===== src/rtl/ab_pkg.sv =====
package ab_pkg;

    typedef enum logic [1:0] {
        LINE_EMPTY  = 2'd0,
        LINE_SHARED = 2'd1,
        LINE_OWNED  = 2'd2
    } line_state_e;

    function automatic logic line_live(line_state_e s);
        return s != LINE_EMPTY;
    endfunction

endpackage


===== src/rtl/ab_match.sv =====
module ab_match #(
    parameter int ENTRIES = 8,
    parameter int TAG_W   = 8,
    localparam int IDX_W  = $clog2(ENTRIES)
) (
    input  logic [ENTRIES-1:0]            live,
    input  logic [ENTRIES-1:0][TAG_W-1:0] tags,
    input  logic [TAG_W-1:0]              key,
    output logic [ENTRIES-1:0]            hit_vec,
    output logic                          hit,
    output logic [IDX_W-1:0]              hit_idx
);
    for (genvar e = 0; e < ENTRIES; e++) begin : g_cmp
        assign hit_vec[e] = live[e] && (tags[e] == key);
    end

    assign hit = |hit_vec;

    always_comb begin
        hit_idx = '0;
        for (int e = 0; e < ENTRIES; e++) begin
            if (hit_vec[e]) hit_idx = IDX_W'(e);
        end
    end
endmodule


===== src/rtl/ab_lru.sv =====
module ab_lru #(
    parameter int ENTRIES = 8,
    localparam int IDX_W  = $clog2(ENTRIES)
) (
    input  logic               clk,
    input  logic               rst,
    input  logic               touch_en,
    input  logic [IDX_W-1:0]   touch_idx,
    input  logic [ENTRIES-1:0] live,
    output logic [IDX_W-1:0]   victim_idx
);
    logic [ENTRIES-1:0][IDX_W-1:0] age_q;
    logic [ENTRIES-1:0]            oldest_vec;
    logic                          free_found;

    // ages form a permutation: 0 = most recent, ENTRIES-1 = least recent
    always_ff @(posedge clk) begin
        if (rst) begin
            for (int i = 0; i < ENTRIES; i++) age_q[i] <= IDX_W'(i);
        end else if (touch_en) begin
            for (int i = 0; i < ENTRIES; i++) begin
                if (IDX_W'(i) == touch_idx)
                    age_q[i] <= '0;
                else if (age_q[i] < age_q[touch_idx])
                    age_q[i] <= age_q[i] + 1'b1;
            end
        end
    end

    for (genvar i = 0; i < ENTRIES; i++) begin : g_old
        assign oldest_vec[i] = (age_q[i] == IDX_W'(ENTRIES-1));
    end

    always_comb begin
        victim_idx = '0;
        free_found = 1'b0;
        for (int i = 0; i < ENTRIES; i++) begin
            if (!live[i] && !free_found) begin
                victim_idx = IDX_W'(i);
                free_found = 1'b1;
            end
        end
        if (!free_found) begin
            for (int i = 0; i < ENTRIES; i++) begin
                if (oldest_vec[i]) victim_idx = IDX_W'(i);
            end
        end
    end


    lru_single_oldest_chk: assert property (@(posedge clk) disable iff (rst)
        $countones(oldest_vec) == 1);
endmodule


===== src/rtl/attraction_buffer.sv =====
module attraction_buffer
    import ab_pkg::*;
#(
    parameter int NUM_CLUSTERS = 4,
    parameter int CLUSTER_ID   = 0,
    parameter int WORDS        = 2,
    parameter int ENTRIES      = 8,
    parameter int ADDR_W       = 16,
    parameter int DATA_W       = 32,
    localparam int CL_W        = $clog2(NUM_CLUSTERS),
    localparam int WS_W        = $clog2(WORDS),
    localparam int TAG_W       = ADDR_W - WS_W,
    localparam int IDX_W       = $clog2(ENTRIES)
) (
    input  logic                    clk,
    input  logic                    rst,
    input  logic                    flush,
    output logic                    ld_stall,
    input  logic                    ld_req,
    input  logic [ADDR_W-1:0]       ld_addr,
    output logic                    rd_valid,
    output logic                    rd_hit,
    output logic [DATA_W-1:0]       rd_data,
    input  logic                    fill_valid,
    input  logic [TAG_W-1:0]        fill_tag,
    input  logic [WORDS*DATA_W-1:0] fill_data,
    input  logic                    st_valid,
    input  logic [ADDR_W-1:0]       st_addr,
    input  logic [DATA_W-1:0]       st_data,
    input  logic                    inv_in_valid,
    input  logic [TAG_W-1:0]        inv_in_tag,
    output logic                    inv_out_valid,
    output logic [TAG_W-1:0]        inv_out_tag
);
    typedef struct packed {
        logic              valid;
        logic              hit;
        logic [DATA_W-1:0] data;
    } rd_resp_t;

    typedef struct packed {
        logic             valid;
        logic [TAG_W-1:0] tag;
    } inv_msg_t;

    line_state_e                   state_q [ENTRIES];
    logic [ENTRIES-1:0][TAG_W-1:0] tag_q;
    logic [DATA_W-1:0]             data_q  [ENTRIES][WORDS];
    logic [ENTRIES-1:0]            live;

    rd_resp_t rd_q;
    inv_msg_t inv_q;

    for (genvar e = 0; e < ENTRIES; e++) begin : g_live
        assign live[e] = line_live(state_q[e]);
    end

    // address split: {block, word select, home cluster}
    logic [TAG_W-1:0] ld_tag, st_tag;
    logic [WS_W-1:0]  ld_ws, st_ws;
    assign ld_tag = {ld_addr[ADDR_W-1:CL_W+WS_W], ld_addr[CL_W-1:0]};
    assign st_tag = {st_addr[ADDR_W-1:CL_W+WS_W], st_addr[CL_W-1:0]};
    assign ld_ws  = ld_addr[CL_W +: WS_W];
    assign st_ws  = st_addr[CL_W +: WS_W];

    logic [ENTRIES-1:0] ld_vec, st_vec, fl_vec, iv_vec;
    logic               ld_hit, st_hit, fl_hit, iv_hit;
    logic [IDX_W-1:0]   ld_idx, st_idx, fl_idx, iv_idx;

    ab_match #(.ENTRIES(ENTRIES), .TAG_W(TAG_W)) u_ld_match (
        .live(live), .tags(tag_q), .key(ld_tag),
        .hit_vec(ld_vec), .hit(ld_hit), .hit_idx(ld_idx));
    ab_match #(.ENTRIES(ENTRIES), .TAG_W(TAG_W)) u_st_match (
        .live(live), .tags(tag_q), .key(st_tag),
        .hit_vec(st_vec), .hit(st_hit), .hit_idx(st_idx));
    ab_match #(.ENTRIES(ENTRIES), .TAG_W(TAG_W)) u_fl_match (
        .live(live), .tags(tag_q), .key(fill_tag),
        .hit_vec(fl_vec), .hit(fl_hit), .hit_idx(fl_idx));
    ab_match #(.ENTRIES(ENTRIES), .TAG_W(TAG_W)) u_iv_match (
        .live(live), .tags(tag_q), .key(inv_in_tag),
        .hit_vec(iv_vec), .hit(iv_hit), .hit_idx(iv_idx));

    logic [IDX_W-1:0] victim_idx;
    logic             touch_en;
    logic [IDX_W-1:0] touch_idx;
    logic             st_take, fill_take, inv_take, ld_take, fill_remote;

    assign fill_remote = fill_tag[CL_W-1:0] != CL_W'(CLUSTER_ID);
    assign st_take     = !flush && st_valid && st_hit;
    assign inv_take    = !flush && inv_in_valid && iv_hit;
    assign ld_take     = !flush && ld_req;
    assign fill_take   = !flush && fill_valid && fill_remote && !fl_hit
                       && !(inv_in_valid && inv_in_tag == fill_tag)
                       && !(st_take && victim_idx == st_idx);

    always_comb begin
        touch_en  = 1'b0;
        touch_idx = '0;
        if (fill_take) begin
            touch_en  = 1'b1;
            touch_idx = victim_idx;
        end else if (st_take) begin
            touch_en  = 1'b1;
            touch_idx = st_idx;
        end else if (ld_take && ld_hit) begin
            touch_en  = 1'b1;
            touch_idx = ld_idx;
        end
    end

    ab_lru #(.ENTRIES(ENTRIES)) u_lru (
        .clk(clk), .rst(rst), .touch_en(touch_en), .touch_idx(touch_idx),
        .live(live), .victim_idx(victim_idx));

    // entry storage: store, then invalidate, then fill (later wins)
    always_ff @(posedge clk) begin
        if (rst || flush) begin
            for (int e = 0; e < ENTRIES; e++) state_q[e] <= LINE_EMPTY;
        end else begin
            if (st_take) state_q[st_idx] <= LINE_OWNED;
            if (inv_take) state_q[iv_idx] <= LINE_EMPTY;
            if (fill_take) state_q[victim_idx] <= LINE_SHARED;
        end
    end

    always_ff @(posedge clk) begin
        if (rst) begin
            tag_q <= '0;
            for (int e = 0; e < ENTRIES; e++)
                for (int w = 0; w < WORDS; w++) data_q[e][w] <= '0;
        end else begin
            if (st_take) data_q[st_idx][st_ws] <= st_data;
            if (fill_take) begin
                tag_q[victim_idx] <= fill_tag;
                for (int w = 0; w < WORDS; w++)
                    data_q[victim_idx][w] <= fill_data[w*DATA_W +: DATA_W];
            end
        end
    end

    // response and broadcast registers
    always_ff @(posedge clk) begin
        if (rst) begin
            rd_q  <= '0;
            inv_q <= '0;
        end else begin
            rd_q.valid <= ld_take;
            rd_q.hit   <= ld_take && ld_hit;
            rd_q.data  <= (ld_take && ld_hit) ? data_q[ld_idx][ld_ws] : '0;
            inv_q.valid <= st_take;
            inv_q.tag   <= st_take ? st_tag : '0;
        end
    end

    assign ld_stall      = flush;
    assign rd_valid      = rd_q.valid;
    assign rd_hit        = rd_q.hit;
    assign rd_data       = rd_q.data;
    assign inv_out_valid = inv_q.valid;
    assign inv_out_tag   = inv_q.tag;


    reset_quiet_chk: assert property (@(posedge clk)
        rst |=> (!rd_valid && !inv_out_valid));

    hit_needs_valid_chk: assert property (@(posedge clk) disable iff (rst)
        rd_hit |-> rd_valid);

    no_duplicate_tag_chk: assert property (@(posedge clk) disable iff (rst)
        $onehot0(ld_vec) && $onehot0(st_vec) && $onehot0(fl_vec) && $onehot0(iv_vec));

    store_broadcast_chk: assert property (@(posedge clk) disable iff (rst)
        (st_valid && st_hit && !flush) |=> inv_out_valid);

    flush_empties_chk: assert property (@(posedge clk) disable iff (rst)
        flush |=> (live == '0 && !rd_valid));
endmodule


===== config.mk =====
export PLATFORM = sky130hd
export DESIGN_NAME = attraction_buffer
export DESIGN_NICKNAME = d
export VERILOG_FILES = /design/src/rtl/ab_pkg.sv /design/src/rtl/ab_match.sv /design/src/rtl/ab_lru.sv /design/src/rtl/attraction_buffer.sv
export SDC_FILE = /design/constraint.sdc
export NUM_CORES = 2
export LEC_CHECK = 0
export BUFFER_PORTS_ARGS = -buffer_cell sky130_fd_sc_hd__clkbuf_2
export CAP_MARGIN = 20
export CORE_MARGIN = 8
export CORE_UTILIZATION = 55
export CTS_BUF_LIST = sky130_fd_sc_hd__clkbuf_4
export DETAILED_ROUTE_END_ITERATION = 7
export PLACE_DENSITY = 0.76
export SYNTH_ARGS = -nofsm -noshare
export SYNTH_HDL_FRONTEND = slang
export SYNTH_SLANG_ARGS = --single-unit

===== constraint.sdc =====
create_clock -name clk -period 5.4 [get_ports clk]
set_clock_uncertainty 0.1 [all_clocks]
set_input_delay 0.54 -clock clk [delete_from_list [all_inputs] [get_ports clk]]
set_output_delay 0.54 -clock clk [all_outputs]
set_load 0.01 [all_outputs]

======== Word level (Yosys, flattened, before mapping) ========
Memory sizes are Yosys's and may differ from the RTL's.
Index checks and enable logic that the tools add are counted.
storage, ports and cells
  RAM bits ................................ 528
  memories ................................ 2
  bits in read-only memories .............. 0
  logic and storage cells ................. 316
  output and inout bits ................... 51
  register bits ........................... 194
  latch bits .............................. 0
memories
  memory   depth  width  rd ports  clocked after memory_dff  wr ports  RTL line                 text
  data_q   8      64     1         0                         8         attraction_buffer.sv:48  logic [DATA_W-1:0] data_q [ENTRIES][WORDS];
  state_q  8      2      8         0                         8         attraction_buffer.sv:46  line_state_e state_q [ENTRIES];
cells by class
  bitwise logic cells ..................... 4
  $mul .................................... 0
  mux-type cells .......................... 109
  shifts and indexed selects .............. 0
  equal/unequal tests ..................... 49
  add/sub/neg operators ................... 8
  $lt $le $gt $ge ......................... 14
  divide/modulo/power cells ............... 0
  reduce and logical (&&, ||, !) cells .... 109
operator list
  operator                                             number
  equality test 15 bit                                 33
  two-way mux 64 bit                                   4
  two-way mux 3 bit                                    50
  two-way mux 32 bit                                   4
  OR reduction 64 bit                                  2
  bitwise mux 120 bit                                  1
  logical AND 1 bit                                    54
  demux 15 bit (select 3 bit)                          1
  two-way mux 1 bit                                    35
  nonzero test 2 bit                                   17
  demux 32 bit (select 1 bit)                          1
  OR reduction 8 bit                                   4
  adder 3 x 1 -> 3 bit (second input constant)         8
  equality test 3 bit (second input constant)          8
  < comparator 3 bit                                   8
  two-way mux 2 bit                                    11
  logical NOT 1 bit                                    17
  AND reduction 2 bit                                  8
  two-way mux 15 bit                                   1
  equality test 3 bit (first input constant)           4
  OR reduction 2 bit                                   5
  binary-select mux 3 bit (select 3 bit)               1
  < comparator 3 x 4 -> 1 bit (second input constant)  2
  equality test 2 x 3 -> 1 bit (first input constant)  2
  other kinds (9)                                      12

======== Longest topological paths before layout ========
An unclocked memory read counts as a cell.
  word-level depth ........................ 42
  mapped depth ............................ 22

======== Cells and area by module ========
A second synthesis with hierarchy kept.
second synthesis, totals
  cell total of the unflattened synthesis .. 3,073
  area, all modules ....................... 39,321.5 µm²
by module, submodules not included
  module             times used  area each (µm²)  cells an instance
  attraction_buffer  1           31,214.9         2,098
  ab_match           4           1,517.7          187
  ab_lru             1           2,035.7          227

======== Worst setup path before layout ========
OpenSTA, ideal clock, no wires.
  path kind ............................... input port to flip-flop
  from .................................... input port st_addr[14]
  to ...................................... memory data_q[1][0] (netlist name), enable pin
  library setup time ...................... 0.466 ns
  arrival ................................. 5.058 ns
  path buffers ............................ 2
  stages on the path ...................... 10
  setup slack ............................. -0.224 ns
  data required time ...................... 4.834 ns
  path through ............................ buf_4 > xor2_1 > or4_4 > nor4_4 > or2b_1 > o41ai_1 > nor3_1 > clkbuf_1 > nand3_1 > o21ai_0
RTL lines
  what         RTL line                 text
  from (decl)  attraction_buffer.sv:28  input logic [ADDR_W-1:0] st_addr,
  to (decl)    attraction_buffer.sv:48

==> qor.yml <==
status: "finished clean"
grt_pass1_wl_um: 229000
power_leakage_nw: 20.0
total_power_w: 0.0123
post-cts-setup-buffer-count: 0
final_common_cell: "nand2_1"
via_count: 36864
hold_viol_final: 0
r2r_end: "data_q[2][38]$_DFFE_PP_"
core_area_um2: 74100
ir_drop_mv: 0.168
finalSetupTns_ns: 0
drc: 0
yosysTopAreaCell: "edfxtp_1"
ios: 216
rsz0062_at_grt: "false"
worst_slew_pin_slew_ns: 1.06
worst-r2r-cell-count: 15
syn_area_per_cell_um2: 9.99
antenna_found_initial: 12
dp_hpwl_um: 96300
crit_path_end_kind: "register"
initial_utilization_pct: 55.2
p_per_area_nw_per_um2: 257
slew_viol_final: 0
hold_class: "input port to register"
stdcell_area_um2: 47900
post-route-util_pct: 64.6
synth_warnings: 0
clock_latency_ns: 1.09
final_cell_mix: "nand2_1 (690), a22o_1 (635), edfxtp_1 (512), xor2_1 (385), clkbuf_4 (281)"
critPathLaunchType: "register"
hold-path-cell-count: 3
post_drt_wl_per_cell_um: 28.8
worstHoldEndpoint: "rd_data[8]$_SDFF_PP0_"
cp.required_ns: 6.21
cts.sink_count: 722
fin_crit_ns: 5.17
slew_headroom_pct: 29.2
clk_pin_slew_ns: 0.07
ctsHtreeMaxLevel: 4
die_area_um2: 83300
initialDrtViolationCount: 5092
dr.pass1.iters: 6
cts_made_buffers: 188
die_h_um: 289
cts_tree: "yes"
gr-usage-all-layers_pct: 37.1
wl_um: 158000
worstReg2RegStart: "tag_q[114]$_SDFFE_PP0P_"
clock_tree.root_cell: "clkbuf_4"
path_class: "register to register"
pre_cts_ws_ns: -0.0534
worst_slack_ns: 0.231
synthCells: 4092
drive_above_1_share_pct: 20.1
syn_nets: 4281
rows: 100
synth_area_um2: 40900
r2r_slack_ns: 0.23
synthArstFlopShare_pct: 0
ys_ff_latch: 722
grt-ovfl-total: 0
areaGrowthSynthToFinish_pct: 17.1
numPortBuffers: 215
crit_arrival_ns: 5.98
cap_violations: 0
clockBufferDepth: 3
vias_per_cell: 6.70
nets: 4553
critPathMaxFanout: 32
period_share_pct: 95.7
die_x_um: 289
synth_top_cell_area_share_pct: 37.6
setup_viol: 0
gp_congestion: 1.03
ant_nets: 0
grt_pass1_vias: 35823
synth_edf_count: 512
fmax_mhz: 193
synthFlopType: "edfxtp_1"
seq_area_frac_synth_pct: 47.9
grt_max_degree: 152
synth_cell_type_count: 80
synth_area_leaders: "edfxtp_1 (38%), a22o_1 (14%), dfxtp_1 (10%), xor2_1 (8.2%), nand2_1 (6.3%)"
postPlaceCellArea_um2: 43700
hold_path.startpoint: "ld_addr[2]"
[cells by family after synthesis]
| kind of cell | share of synthesized area (%) |
|---|---|
| XOR/XNOR | 10.6 |
| adder cells (fa/ha/maj) | 0.833 |
| AND/OR/NAND/NOR | 14.7 |
| flip-flops | 47.9 |
| AO/OA/AOI/OAI | 18.1 |
| buffers and inverters | 5.70 |
| multiplexers | 2.17 |
[timing repair]
item,in CTS,in global routing
hold buffers,162,0
gates resized for setup,0,1
endpoints found under the setup margin,0,1
endpoints found under the hold margin,578,0
[area by class of cell]
cell class	count	area, um^2
fillers	5827	26200
clock inverters	67	393
well taps	969	1210
multi-input cells	2787	19200
flip-flops and latches	722	19600
repair buffers	651	5260
clock buffers	281	2110
inverters	14	52.6
diodes	9	22.5
[where the power goes]
part | total, W | internal, W | switching, W
clock network | 0.00493 | 0.00248 | 0.00245
registers | 0.00613 | 0.00607 | 0.0000578
logic | 0.00122 | 0.000417 | 0.000807
total | 0.0123 | 0.00896 | 0.00332
[worst max-delay path, cell delays in order (launching register included)]
cell           delay, ns
dfxtp_1             0.53
xor2_1              0.12
or4_4               0.54
nor4_4              0.39
or2b_1              0.26
o41ai_2             0.16
buf_4               0.17
nor3_2              0.24
buf_4               0.32
nand2_1             0.19
nor3b_1             0.32
buf_4               0.20
and2_2              0.14
buf_4               0.57
a22o_1              0.21
dlygate4sd3_1       0.54
[state kept, by name (all words and copies together) (netlist names)]
name and flops:
data_q 512, tag_q 120, rd_data 32, u_lru.age_q 24
state_q 16, inv_out_tag 15, inv_out_valid 1, rd_hit 1
rd_valid 1
[per-stage QoR]
step                std cells  hold slack (ns)
finish                   5500           0.0970
global route             5494           0.0631
CTS                      5490          0.00984
detailed placement       4980            0.366
global placement         4980            0.354
floorplan                4092            0.344
[layer usage]
layer / share of wire (%) / vias to the layer above / global-route usage (%)
li1: - / 15585 / -
met4: 6.1 / 8 / 19.9
met2: 44 / 3047 / 56.3
met1: 36 / 17529 / 47.0
met5: 0.036 / - / 0
met3: 14 / 695 / 11.9
[worst max path at each step]
| stage | start | endpoint | slack (ns) | depth (start not counted) |
|---|---|---|---|---|
| floorplan | st_addr[14] | data_q[1][0]$_DFFE_PP_ | -0.22 | 10 |
| global placement | st_addr[7] | u_lru.age_q[6]$_SDFFE_PP0P_ | 0.06 | 22 |
| detailed placement | st_addr[7] | u_lru.age_q[20]$_SDFFE_PP1P_ | -0.05 | 19 |
| CTS | tag_q[95]$_SDFFE_PP0P_ | u_lru.age_q[8]$_SDFFE_PP0P_ | 0.36 | 17 |
| global route | tag_q[51]$_SDFFE_PP0P_ | u_lru.age_q[20]$_SDFFE_PP1P_ | 0.02 | 20 |
| finish | tag_q[114]$_SDFFE_PP0P_ | data_q[2][38]$_DFFE_PP_ | 0.23 | 15 |
[synth_stat cells (5+ instances only)]
| cell | n |
|---|---|
| a21o_1 | 8 |
| a21oi_1 | 34 |
| a22o_1 | 635 |
| a31oi_1 | 9 |
| and2_1 | 28 |
| and3_1 | 5 |
| buf_1 | 107 |
| buf_2 | 83 |
| clkbuf_1 | 373 |
| dfxtp_1 | 210 |
| edfxtp_1 | 512 |
| ha_1 | 24 |
| inv_1 | 14 |
| mux2i_1 | 12 |
| mux4_2 | 32 |
| nand2_1 | 690 |
| nand2b_1 | 14 |
| nand3_1 | 143 |
| nand4_1 | 81 |
| nor2_1 | 85 |
| nor2b_1 | 6 |
| nor3_1 | 21 |
| nor3b_1 | 8 |
| nor4_1 | 158 |
| o211ai_1 | 7 |
| o21a_1 | 8 |
| o21ai_0 | 154 |
| o21ai_1 | 5 |
| o22ai_1 | 9 |
| o41ai_1 | 5 |
| or2_2 | 7 |
| or3_1 | 7 |
| or4_1 | 6 |
| xnor2_1 | 111 |
| xor2_1 | 385 |
No activity file was read; power rests on OpenSTA's default activity.
